**src/rtl/pad_mux_pkg.sv**
```systemverilog
package pad_mux_pkg;

    localparam int CFG_W  = 32;
    localparam int FSEL_W = 3;
    localparam int DRV_W  = 3;

    typedef struct packed {
        logic [15:0]       rsvd_hi;
        logic              pull_sel;
        logic              pu_en;
        logic              pd_en;
        logic [DRV_W-1:0]  drive;
        logic              lp_sel;
        logic              lp_data;
        logic              lp_oe_n;
        logic              edge_clr;
        logic              fall_en;
        logic              rise_en;
        logic              rsvd3;
        logic [FSEL_W-1:0] func;
    } pad_cfg_t;

    typedef enum logic [DRV_W-1:0] {
        DRV_FAST_1  = 3'd0,
        DRV_FAST_2  = 3'd1,
        DRV_FAST_3  = 3'd2,
        DRV_FAST_4  = 3'd3,
        DRV_SLOW_6  = 3'd4,
        DRV_FAST_6  = 3'd5,
        DRV_SLOW_10 = 3'd6,
        DRV_FAST_10 = 3'd7
    } drv_code_t;

    typedef struct packed {
        logic val;
        logic oe;
    } pad_drive_t;

    typedef struct packed {
        logic up;
        logic down;
    } pad_pull_t;

    localparam logic [CFG_W-1:0] CFG_WMASK = 32'h0000_FFF7;
    localparam logic [CFG_W-1:0] CFG_RESET = 32'h0000_0880;

    function automatic pad_cfg_t cfg_sanitize(input logic [CFG_W-1:0] raw);
        return pad_cfg_t'(raw & CFG_WMASK);
    endfunction

    function automatic pad_drive_t pick_drive(input logic lp, input pad_cfg_t c,
                                              input pad_drive_t fn);
        pad_drive_t r;
        if (lp && c.lp_sel) begin
            r.val = c.lp_data;
            r.oe  = ~c.lp_oe_n;
        end else begin
            r = fn;
        end
        return r;
    endfunction

    function automatic pad_pull_t pick_pull(input pad_cfg_t c, input pad_pull_t fn);
        pad_pull_t r;
        if (c.pull_sel) begin
            r.up   = c.pu_en;
            r.down = c.pd_en;
        end else begin
            r = fn;
        end
        return r;
    endfunction

endpackage

```
**src/rtl/pad_cfg_reg.sv**
```systemverilog
module pad_cfg_reg
    import pad_mux_pkg::*;
(
    input  logic             clk,
    input  logic             rst,
    input  logic             we,
    input  logic [CFG_W-1:0] wdata,
    output pad_cfg_t         cfg
);

    pad_cfg_t cfg_q;

    always_ff @(posedge clk) begin
        if (rst) begin
            cfg_q <= pad_cfg_t'(CFG_RESET);
        end else if (we) begin
            cfg_q <= cfg_sanitize(wdata);
        end
    end

    assign cfg = cfg_q;

endmodule

```
**src/rtl/pad_func_mux.sv**
```systemverilog
module pad_func_mux
    import pad_mux_pkg::*;
#(
    parameter int NUM_FUNC = 8
) (
    input  pad_cfg_t            cfg,
    input  logic                lp_mode,
    input  logic [NUM_FUNC-1:0] fn_out,
    input  logic [NUM_FUNC-1:0] fn_oe,
    input  logic [NUM_FUNC-1:0] fn_pu,
    input  logic [NUM_FUNC-1:0] fn_pd,
    output logic [NUM_FUNC-1:0] fn_in,
    input  logic                pad_in,
    output pad_drive_t          drive,
    output pad_pull_t           pull
);

    logic [NUM_FUNC-1:0] sel_oh;
    pad_drive_t          fn_drive;
    pad_pull_t           fn_pull;

    for (genvar g = 0; g < NUM_FUNC; g++) begin : g_sel
        assign sel_oh[g] = (cfg.func == FSEL_W'(g));
        assign fn_in[g]  = sel_oh[g] & pad_in;
    end

    always_comb begin
        fn_drive.val = |(fn_out & sel_oh);
        fn_drive.oe  = |(fn_oe & sel_oh);
        fn_pull.up   = |(fn_pu & sel_oh);
        fn_pull.down = |(fn_pd & sel_oh);
        drive        = pick_drive(lp_mode, cfg, fn_drive);
        pull         = pick_pull(cfg, fn_pull);
    end

endmodule

```
**src/rtl/pad_edge_det.sv**
```systemverilog
module pad_edge_det #(
    parameter int SYNC_STAGES = 2
) (
    input  logic clk,
    input  logic rst,
    input  logic pad_in,
    input  logic rise_en,
    input  logic fall_en,
    input  logic clr,
    output logic seen
);

    logic [SYNC_STAGES-1:0] sync_q;
    logic                   prev_q;
    logic                   seen_q;
    logic                   level;
    logic                   hit;

    always_ff @(posedge clk) begin
        if (rst) begin
            sync_q <= '0;
            prev_q <= 1'b0;
        end else begin
            sync_q <= {sync_q[SYNC_STAGES-2:0], pad_in};
            prev_q <= level;
        end
    end

    assign level = sync_q[SYNC_STAGES-1];

    always_comb begin
        hit = (rise_en & level & ~prev_q) | (fall_en & ~level & prev_q);
    end

    always_ff @(posedge clk) begin
        if (rst) begin
            seen_q <= 1'b0;
        end else if (clr) begin
            seen_q <= 1'b0;
        end else if (hit) begin
            seen_q <= 1'b1;
        end
    end

    assign seen = seen_q;

endmodule

```
**src/rtl/pad_ctl_cell.sv**
```systemverilog
module pad_ctl_cell
    import pad_mux_pkg::*;
#(
    parameter int NUM_FUNC    = 8,
    parameter int SYNC_STAGES = 2
) (
    input  logic                clk,
    input  logic                rst,
    input  logic                cfg_we,
    input  logic [CFG_W-1:0]    cfg_wdata,
    output logic [CFG_W-1:0]    cfg_rdata,
    input  logic                lp_mode,
    input  logic [NUM_FUNC-1:0] fn_out,
    input  logic [NUM_FUNC-1:0] fn_oe,
    input  logic [NUM_FUNC-1:0] fn_pu,
    input  logic [NUM_FUNC-1:0] fn_pd,
    output logic [NUM_FUNC-1:0] fn_in,
    input  logic                pad_in,
    output logic                pad_out,
    output logic                pad_oe,
    output logic                pad_pu,
    output logic                pad_pd,
    output logic [DRV_W-1:0]    pad_drv,
    input  logic                wake_en,
    output logic                edge_seen,
    output logic                wake_req
);

    pad_cfg_t   cfg;
    pad_drive_t drive;
    pad_pull_t  pull;
    drv_code_t  drv_code;

    pad_cfg_reg u_reg (
        .clk   (clk),
        .rst   (rst),
        .we    (cfg_we),
        .wdata (cfg_wdata),
        .cfg   (cfg)
    );

    pad_func_mux #(.NUM_FUNC(NUM_FUNC)) u_mux (
        .cfg     (cfg),
        .lp_mode (lp_mode),
        .fn_out  (fn_out),
        .fn_oe   (fn_oe),
        .fn_pu   (fn_pu),
        .fn_pd   (fn_pd),
        .fn_in   (fn_in),
        .pad_in  (pad_in),
        .drive   (drive),
        .pull    (pull)
    );

    pad_edge_det #(.SYNC_STAGES(SYNC_STAGES)) u_edge (
        .clk     (clk),
        .rst     (rst),
        .pad_in  (pad_in),
        .rise_en (cfg.rise_en),
        .fall_en (cfg.fall_en),
        .clr     (cfg.edge_clr),
        .seen    (edge_seen)
    );

    assign drv_code  = drv_code_t'(cfg.drive);
    assign cfg_rdata = CFG_W'(cfg);
    assign pad_out   = drive.val;
    assign pad_oe    = drive.oe;
    assign pad_pu    = pull.up;
    assign pad_pd    = pull.down;
    assign pad_drv   = drv_code;
    assign wake_req  = edge_seen & wake_en;

endmodule

```
**config.mk**
```make
export PLATFORM = sky130hd
export DESIGN_NAME = pad_ctl_cell
export DESIGN_NICKNAME = d
export VERILOG_FILES = /design/src/rtl/pad_mux_pkg.sv /design/src/rtl/pad_cfg_reg.sv /design/src/rtl/pad_func_mux.sv /design/src/rtl/pad_edge_det.sv /design/src/rtl/pad_ctl_cell.sv
export SDC_FILE = /design/constraint.sdc
export NUM_CORES = 1
export LEC_CHECK = 0
export BUFFER_PORTS_ARGS = -buffer_cell sky130_fd_sc_hd__buf_2
export CORE_ASPECT_RATIO = 1.4
export CORE_MARGIN = 5
export CORE_UTILIZATION = 39
export DETAILED_ROUTE_END_ITERATION = 12
export PLACE_DENSITY = 0.85
export SETUP_SLACK_MARGIN = 0.5
export SYNTH_ARGS = -nofsm -noshare
export SYNTH_HDL_FRONTEND = slang
export SYNTH_SLANG_ARGS = --single-unit
```
**constraint.sdc**
```tcl
create_clock -name clk -period 2.85 [get_ports clk]
set_input_delay 0.1425 -clock clk [delete_from_list [all_inputs] [get_ports clk]]
set_output_delay 0.1425 -clock clk [all_outputs]
set_load 0.02 [all_outputs]
```
==> results of run 1 <==
## layer usage
| layer | vias up | share of wire | track usage |
|---|---|---|---|
| met5 | - | 0 | 0 |
| met4 | 0 | 0.0030 | 0.0534 |
| met3 | 2 | 0.12 | 0.0332 |
| met1 | 548 | 0.38 | 0.149 |
| li1 | 615 | - | - |
| met2 | 73 | 0.50 | 0.251 |
## power by group
group          total [mW]  internal [mW]  leakage, nW  switching [mW]
clock network       0.182         0.0969       0.0255          0.0847
registers           0.302          0.280        0.157          0.0214
logic               0.197         0.0835        0.674           0.114
total               0.681          0.461        0.856           0.220
## through the flow
step                      hold slack, ns  area [um2]  utilization
after detailed placement           0.361        1550        0.496
final                             0.0968        1600        0.511
after global placement             0.351        1550        0.496
after CTS                         0.0899        1600        0.511
after global routing               0.101        1600        0.511
after floorplan                    0.265        1330            -
## flip-flops by register name, summed over array words and instances, names as in the netlist
| register | count |
|---|---|
| u_reg.cfg | 15 |
| u_edge.sync_q | 2 |
| u_edge.prev_q | 1 |
| u_edge.seen | 1 |
## synthesized netlist by cell type (3+ instances only)
cell	number
buf_2	3
nor2_1	24
buf_4	24
nand2b_1	3
dfxtp_1	19
nor2b_1	7
a21oi_1	4
inv_1	4
nor3_1	3
mux2i_1	21
nand2_1	8
## critical path: stages (launching register included)
cell and delay (ns):
dfxtp_1 0.74, mux2i_1 0.30, a2bb2oi_2 0.14, nor2_1 0.05, o41a_1 0.41, buf_2 0.16
## final cells by class
cell class	instances	share of cell area
timing repair buffer	84	0.263
clock inverter	1	0.00313
multi-input combinational	111	0.429
inverter	4	0.00940
tap	39	0.0306
sequential	19	0.238
clock buffer	3	0.0259
## cells in the final DEF, fill, tap and decap left out, drive strengths merged
| cell | netlist | layout |
|---|---|---|
| a22o | 2 | 2 |
| nor3 | 3 | 3 |
| conb | 1 | 17 |
| a221oi | 1 | 1 |
| clkinv | 0 | 1 |
| o22ai | 2 | 2 |
| a22oi | 1 | 1 |
| a2bb2oi | 1 | 1 |
| nand3 | 1 | 1 |
| or3b | 1 | 1 |
| nand2 | 8 | 8 |
| clkbuf | 1 | 3 |
| buf | 31 | 84 |
| inv | 4 | 4 |
| a211oi | 1 | 1 |
| o41a | 1 | 1 |
| nor2b | 7 | 7 |
| o21ai | 2 | 2 |
| a2111oi | 1 | 1 |
| a311o | 1 | 1 |
| dfxtp | 19 | 19 |
| a211o | 2 | 2 |
| a21oi | 4 | 4 |
| a31oi | 1 | 1 |
| nand2b | 3 | 3 |
| o32ai | 2 | 2 |
| nand3b | 2 | 2 |
| mux2i | 21 | 21 |
| nor2 | 24 | 24 |
| and2 | 2 | 2 |
## kinds of logic (layout without fill, tap and decap cells)
kind of cell / count (synthesis) / in the layout / share of synthesized area
and+or+nand+nor: 51 / 51 / 0.191
muxes: 21 / 21 / 0.166
other: 1 / 17 / 0.00296
DFF: 19 / 19 / 0.300
AOI/OAI and AO/OA: 22 / 22 / 0.134
buffers and inverters: 36 / 92 / 0.206
## path summary, 6_finish.rpt
check / depth (start not counted) / end / startpoint / slack, ns
hold / removal: 2 / u_reg.cfg[11]$_SDFFE_PP1P_ / cfg_wdata[11] / 0.1
setup reg to reg: 2 / u_reg.cfg[1]$_SDFFE_PP0P_ / u_reg.cfg[1]$_SDFFE_PP0P_ / 1.79
setup / recovery: 5 / pad_pu / u_reg.cfg[0]$_SDFFE_PP0P_ / 0.64
hold reg to reg: 1 / u_edge.sync_q[1]$_SDFF_PP0_ / u_edge.sync_q[0]$_SDFF_PP0_ / 0.46
==> metrics, run 1 <==
Clock Latency Late Sink 0.25 ns; Synth top area share 0.300; post-synthesis sequential area ratio 0.300; pin count of the biggest net entering global routing 20; Post-Syn Area 0.00127 mm2; final hold violation count 0; Residual DRC 0; Seq. cell area 380 um2; FMAX 0.453 GHz; DPL Wire Length 2740 um; Setup Fix Bufs, Post-CTS 0; clock-pin slew on the worst setup and hold paths 0.07 ns; remaining global-route overflow 0; Core Rows 24; CP Capture Type output port; yosys warns 0; DP Cell Count 257; share of layout cells above drive strength 1 0.405; Die Height 77.4 um; Post-synth EDFFs 0; Critical Path RT 2.71 ns; pwr/cell area 426 mW/mm2; top cells by area, synth dfxtp_1 (30%), mux2i_1 (17%), buf_4 (14%); number of global-route vias before repair 1,207; vias 1,238; Routed wire per std cell 12.8 um; final setup vio count 0; post-route insts no fill 261; syn avg cell area 8.44 um2; part of the cycle the worst path needs 0.774; clock buffer depth 2; outcome complete, no violations; CP Class reg2out; first-pass GRT wire length 5060 um; die area 0.00450 mm2; Cells after Synth 150; top_reg_cell synth dfxtp_1; Power, Total 0.681 mW; H-tree depth 1; post-synthesis register bit count 19; CTS Hold Bufs 0; min cycle time layout 2.21 ns; TritonCTS Sinks 19; total clock buffers created by CTS 3; fill count 336; Inserted Diodes 0; setup ws final 0.644 ns; IO Pins 119; worst slew pin tran 0.672 ns; area growth from synthesis to layout 26.1%; post-synth top area cell dfxtp_1; Port Buffers 84; RD Place Congestion 0.745; static leakage 0.856 nW; Critical Path Start Type flip-flop; worst hold path type in2reg; Synth cell types 35; Post-Route WL 3340 um; CTS tree yes; Slew Viols, Final 0; RSZ-0062 raised after global routing false; Tot GR Track Use 0.138; setup TNS 0 ns; initial antenna violation count 0; Core Area 0.00312 mm2; Peak supply drop 0.305 mV; ys async rst share 0; die width 58.2 um; multi-input logic area 686 um2; starting density of the core 0.405; NumNets Final 293; Resized Gates After CTS 0; Rel. slew slack 0.551; crit path DAT 2.06 ns; MaxCap Viol Count 0; Post-DRT Antenna Nets 0; Crit Path Max Fanout 19; 1st-iter DRT viols 34; clock root cell clkbuf_8; routed vias/inst 4.74; Setup WS pre-CTS 0.910 ns; Clock Skew 0.00621 ns; DR pass1 iterations 4
No activity file was read; power rests on OpenSTA's default activity.
==> run 2: changes to the inputs <==
Settings changed: ABC_AREA from default to 1, CORE_UTILIZATION 39 to 37, PLACE_DENSITY 0.85 to 0.81.
Clock period 2.85 ns to 2.04 ns, I/O delays scaled along.
==> run 2 against run 1 <==
Compared with the run above:
- critical path depth decreased by 1
- largest power group unchanged
- synthesized area increased by 0.99%
- design area increased by 8.5%
- clock-buffer cell count increased by 1
- sequential share of layout area decreased by 1.2 points
- routed wire length increased by 21%
- setup slack got worse by 0.19 ns
- worst hold slack got worse by 0.035 ns
==> metrics, run 2 <==
outcome complete, no violations; NumNets Final 348 (+19%); clock-pin slew on the worst setup and hold paths 0.06 ns (about the same); static leakage 0.974 nW (+14%); final setup vio count 0 (unchanged); area growth from synthesis to layout 35.5%; worst hold path type in2reg; Inserted Diodes 0 (unchanged); Post-DRT Antenna Nets 0 (unchanged); P_sw 0.354 mW (+61%); CTS Hold Bufs 0 (unchanged); remaining global-route overflow 0 (unchanged); Peak supply drop 0.522 mV (+71%); first-pass GRT wire length 6400 um (+26%); Post-Syn Area 0.00128 mm2 (+0.99%); Clock Latency Late Sink 0.25 ns (about the same); Cells after Synth 199 (+33%); top_reg_cell synth dfxtp_1; internal power 0.654 mW (+42%); syn avg cell area 6.43 um2 (-24%); pwr/cell area 582 mW/mm2 (+36%); die width 59.7 um (+2.6%); Power, Total 1.01 mW (+48%); CTS tree yes; DR pass1 iterations 4 (unchanged); Synth top area share 0.297 (-0.00294); 1st-iter DRT viols 67 (+97%); Critical Path Start Type flip-flop; crit path DAT 1.48 ns (-0.58 ns); Routed wire per std cell 12.8 um (-0.34%); Clock Skew 0.00149 ns (-0.00472 ns); number of global-route vias before repair 1,519 (+26%); Slew Viols, Final 0 (unchanged); vias 1,548 (+25%); Crit Path Max Fanout 9 (-10); most frequent cells in the layout buf_2 (84), nand2_1 (37), nor2_1 (28); Residual DRC 0 (unchanged); pin count of the biggest net entering global routing 22 (+10%); top cells by area, synth dfxtp_1 (30%), buf_4 (14%), nand4_1 (12%); RD Place Congestion 0.785 (+5.4%); CP Class reg2out; H-tree depth 1 (unchanged); post-synth top area cell dfxtp_1; CP Capture Type output port; Port Buffers 84 (unchanged); clock root cell clkbuf_8; Die Height 79.6 um (+2.8%); switching share of total power 0.352 (+0.0284); TritonCTS Sinks 19 (unchanged); FMAX 0.631 GHz; post-synthesis register bit count 19 (unchanged); max FFs per register 15 (unchanged); routed vias/inst 4.88 (+3.0%); yosys warns 0 (unchanged); Core Rows 25 (+4.2%); Core Area 0.00335 mm2 (+7.2%); Post-synth EDFFs 0 (unchanged); Post-Route WL 4040 um (+21%); ys async rst share 0 (unchanged); Flop pwr share 0.416 (-0.027); min cycle time layout 1.58 ns; final hold violation count 0 (unchanged); initial antenna violation count 0 (unchanged); most numerous cell in the Yosys netlist nand2_1; most common cell after layout, fill and taps aside buf_2; synth cell count leaders nand2_1 (37), nor2_1 (30), nand4_1 (24); Clock Power Share 0.246 (-0.021); share of layout cells above drive strength 1 0.401 (-0.00468); DPL Wire Length 3110 um (+14%); clock buffer depth 2 (unchanged); IO Pins 119 (unchanged); setup TNS 0 ns (unchanged); starting density of the core 0.382 (-0.0234); Logic pwr share 0.337 (+0.047); total clock buffers created by CTS 3 (unchanged); die area 0.00475 mm2 (+5.5%); post-synthesis sequential area ratio 0.297 (-0.00294); RSZ-0062 raised after global routing true; part of the cycle the worst path needs 0.777; MaxCap Viol Count 0 (unchanged); Synth cell types 17 (-51%); Tot GR Track Use 0.170 (+0.0317); Critical Path RT 1.94 ns (-0.77 ns); fill count 339 (+0.89%)
-- run 2: changes by cell type in the layout (fill, tap and decap cells not counted), sizes merged, moves of 11 or more --
| cell | delta |
|---|---|
| nand2 | +29 |
| mux2i | -21 |
| o21ai | +13 |
| nand3 | +11 |
| nand4 | +24 |
-- run 2: critical path, cell delays in order (launching register included) --
cell and delay, ns:
dfxtp_4 0.41, clkinvlp_4 0.20, buf_4 0.18, nor4_1 0.22
buf_2 0.22
-- run 2: cell type report --
type | instances | area (um2) | share of cell area
repair inverters | 2 | 15.0 | 0.00866
repair buffers | 92 | 488 | 0.282
flip-flops and latches | 19 | 392 | 0.226
multi-input cells | 149 | 698 | 0.403
clock buffers | 4 | 45.0 | 0.0260
well taps | 40 | 50.0 | 0.0289
inverters | 11 | 45.0 | 0.0260
-- run 2: routing by layer --
| layer | up-vias | GRT usage | share of wire | wire length, um |
|---|---|---|---|---|
| li1 | 791 | - | - | - |
| met1 | 694 | 0.180 | 0.37 | 1510 |
| met2 | 61 | 0.324 | 0.53 | 2130 |
| met3 | 2 | 0.0356 | 0.094 | 381 |
| met4 | 0 | 0.0443 | 0.0042 | 17 |
| met5 | - | 0 | 0 | 0 |
-- run 2: worst paths after layout --
kind,startpoint,end,slack (ns),cells past startpoint
max,u_reg.cfg[2]$_SDFFE_PP0P_,fn_in[4],0.46,4
min,cfg_wdata[7],u_reg.cfg[7]$_SDFFE_PP1P_,0.06,3
max reg2reg,u_reg.cfg[2]$_SDFFE_PP0P_,u_reg.cfg[2]$_SDFFE_PP0P_,1.06,3
min reg2reg,u_edge.sync_q[0]$_SDFF_PP0_,u_edge.sync_q[1]$_SDFF_PP0_,0.41,2
-- run 2: timing repair --
action	4_1_cts	5_1_grt
buffers inserted	3	1
gates cloned	2	0
resized for setup	13	2
pin swaps	0	1
setup endpoints to repair	9	5
-- run 2: metrics by stage --
stage | hold slack (ns) | std cells | utilization | area [um2] | setup slack [ns]
detailed placement | 0.320 | 307 | 0.480 | 1610 | 0.460
global placement | 0.314 | 307 | 0.480 | 1610 | 0.444
global route | 0.0749 | 317 | 0.518 | 1730 | 0.351
floorplan | 0.173 | 215 | - | 1340 | 0.484
CTS | 0.0565 | 316 | 0.513 | 1720 | 0.500
finish | 0.0617 | 317 | 0.518 | 1730 | 0.456
-- run 2: kinds of logic (layout without fill, tap and decap cells) --
| logic type | Yosys count | count (layout) | synth area share |
|---|---|---|---|
| other | 1 | 17 | 0.00293 |
| DFF | 19 | 19 | 0.297 |
| buffers and inverters | 47 | 109 | 0.215 |
| and+or+nand+nor | 113 | 113 | 0.410 |
| AOI/OAI and AO/OA | 19 | 19 | 0.0744 |
-- run 2: power by group through the flow --
stage / sequential (mW) / clock [mW] / combinational [mW]
floorplan: 0.440 / 0 / 0.221
global placement: 0.426 / 0 / 0.319
detailed placement: 0.426 / 0 / 0.323
global route: 0.424 / 0.272 / 0.377
CTS: 0.420 / 0.259 / 0.339
finish: 0.420 / 0.248 / 0.340
==> run 3: changes to the inputs <==
Settings changed: CORE_UTILIZATION 37 to 33, PLACE_DENSITY 0.81 to 0.76.
Clock period 2.04 ns to 1.33 ns, I/O delays scaled along.
==> run 3 against run 2 <==
Compared with the run above:
- the run now ends with setup timing left
- total power rose by 77%
- non-clock buffer count rose by 10
- clock skew barely moved
- global-route usage fell by 1.4 points
- largest power group is now combinational cells
- sequential share of layout area decreased by 4.3 points
- via count rose by 1.4%
- sequential power up 57%
- critical endpoint is now pad_pd
- largest cell class unchanged
- routed wire length is 3.2% higher
- final cell count increased by 3.2%
- first-iteration DRC count rose to 2.8 times the previous value
==> metrics, run 3 (same netlist as run 2, synthesis figures left out) <==
Clock Skew 0.00100 ns (-0.000489 ns); part of the cycle the worst path needs 1.10; DPL Wire Length 3090 um (-0.72%); TritonCTS Sinks 19 (unchanged); Hold EP u_reg.cfg[11]$_SDFFE_PP1P_; CTS Hold Bufs 0 (unchanged); min cycle time layout 1.46 ns; clock buffer depth 2 (unchanged); static leakage 1.12 nW (+15%); IO Pins 119 (unchanged); area growth from synthesis to layout 74.7%; clock-pin slew on the worst setup and hold paths 0.07 ns (about the same); Critical Path Start Type flip-flop; total clock buffers created by CTS 3 (unchanged); post-route insts no fill 327 (+3.2%); pwr/cell area 800 mW/mm2 (+37%); vias 1,569 (+1.4%); Core Area 0.00371 mm2 (+11%); RSZ-0062 raised after global routing true; 1st-iter DRT viols 185 (+180%); H-tree depth 1 (unchanged); setup ws final -0.127 ns (-0.583 ns); die area 0.00524 mm2 (+10%); RD Place Congestion 0.739 (-5.9%); die width 62.6 um (+4.9%); Core Rows 26 (+4.0%); starting density of the core 0.345 (-0.0373); FMAX 0.686 GHz; Routed wire per std cell 12.8 um (about the same); Tot GR Track Use 0.156 (-0.0138); final setup vio count 10 (+10); Critical Path RT 1.26 ns (-0.68 ns); remaining global-route overflow 0 (unchanged); Slew Viols, Final 0 (unchanged); Post-DRT Antenna Nets 0 (unchanged); worst hold start cfg_wdata[11]; violated checks setup timing; CP Class reg2out; initial antenna violation count 0 (unchanged); CP Capture Type output port; DP Cell Count 312 (+1.6%); Die Height 83.7 um (+5.1%); most frequent cells in the layout buf_2 (52), nand2_1 (32), nor2_1 (30); max FFs per register 15 (unchanged); Register-to-Register Path Depth 5 (+2); hold depth 3 (unchanged); r2r startpoint u_edge.sync_q[1]$_SDFF_PP0_; CTS tree yes; Residual DRC 0 (unchanged); MaxCap Viol Count 0 (unchanged); Setup WS pre-CTS -0.0112 ns (-0.472 ns); Inserted Diodes 0 (unchanged); reg2reg end u_edge.seen$_SDFFE_PP0P_; NumNets Final 356 (+2.3%); Post-Route WL 4180 um (+3.2%); first-pass GRT wire length 6900 um (+7.8%); Crit Path Max Fanout 5 (-4); Clock Latency Late Sink 0.25 ns (about the same); number of global-route vias before repair 1,513 (-0.39%); pin count of the biggest net entering global routing 21 (-4.5%); Port Buffers 84 (unchanged); crit path DAT 1.39 ns (-0.09 ns); r2r setup slk 0.57 ns (-0.49 ns); final hold violation count 0 (unchanged); worst hold path type in2reg; DR pass1 iterations 4 (unchanged); share of layout cells above drive strength 1 0.533 (+0.133); most common cell after layout, fill and taps aside buf_2; routed vias/inst 4.80 (-1.7%); outcome finished, violations left; clock root cell clkbuf_8; Peak supply drop 0.716 mV (+37%)
==> run 3: cell count changes in the layout (fill, tap and decap cells not counted), sizes merged <==
cell	previous run	this run
clkinv	0	1
buf	92	102
clkbuf	4	3
clkinvlp	3	0
inv	10	11
==> run 3: routing by layer <==
metal  part of all wire  vias to the layer above  wire, um  track usage
met4             0.0057                        0        24       0.0463
met3               0.10                        2       425       0.0418
met1               0.39                      684      1620        0.177
li1                   -                      810         -            -
met2               0.51                       73      2110        0.280
met5                  0                        -         0            0
==> run 3: layout make-up <==
cell class / count / area (um2)
Clock buffer: 3 / 41.3
Clock inverter: 1 / 5.00
Fill cell: 347 / 1480
Inverter: 11 / 58.8
Multi-Input combinational cell: 149 / 861
Sequential cell: 19 / 409
Tap cell: 42 / 52.6
Timing Repair Buffer: 102 / 806
==> run 3: per-stage QoR <==
| stage | utilization | power, mW | area [um2] | hold slack, ns | setup TNS, ns |
|---|---|---|---|---|---|
| after floorplan | - | 1.09 | 1530 | 0.138 | 0 |
| after detailed placement | 0.482 | 1.21 | 1790 | 0.286 | -0.0161 |
| after global placement | 0.482 | 1.20 | 1790 | 0.277 | 0 |
| after CTS | 0.570 | 1.75 | 2110 | 0.0173 | -1.05 |
| after global routing | 0.602 | 1.90 | 2230 | 0.0153 | -1.78 |
| final | 0.602 | 1.79 | 2230 | 0.0201 | -0.968 |
==> run 3: repair_timing <==
action | 4_1_cts | 5_1_grt
endpoints found under the setup margin | 35 | 32
cloned | 1 | 0
pin swaps | 11 | 14
setup buffers | 6 | 4
gates resized for setup | 70 | 27
==> run 3: power breakdown <==
part / leakage, nW / switching [mW] / internal, mW
sequential: 0.163 / 0.0479 / 0.610
clock: 0.0255 / 0.184 / 0.208
combinational: 0.931 / 0.400 / 0.336
==> run 3: worst max-delay path by stage <==
stage                                   start       to  cells past startpoint
floorplan           u_reg.cfg[0]$_SDFFE_PP0P_   pad_pd                      8
global placement    u_reg.cfg[0]$_SDFFE_PP0P_  pad_out                      8
detailed placement  u_reg.cfg[0]$_SDFFE_PP0P_   pad_oe                      8
CTS                 u_reg.cfg[1]$_SDFFE_PP0P_   pad_pd                      9
global route        u_reg.cfg[0]$_SDFFE_PP0P_   pad_pd                      9
finish              u_reg.cfg[0]$_SDFFE_PP0P_   pad_pd                      9
==> run 3: critical path, cell delays in order (launching register included) <==
cell     delay (ns)
dfxtp_4        0.38
nor2_4         0.15
buf_6          0.14
nand3_2        0.05
nand2_1        0.06
nor2_1         0.04
nand2_1        0.06
nand2_1        0.06
nand2_2        0.07
buf_6          0.11
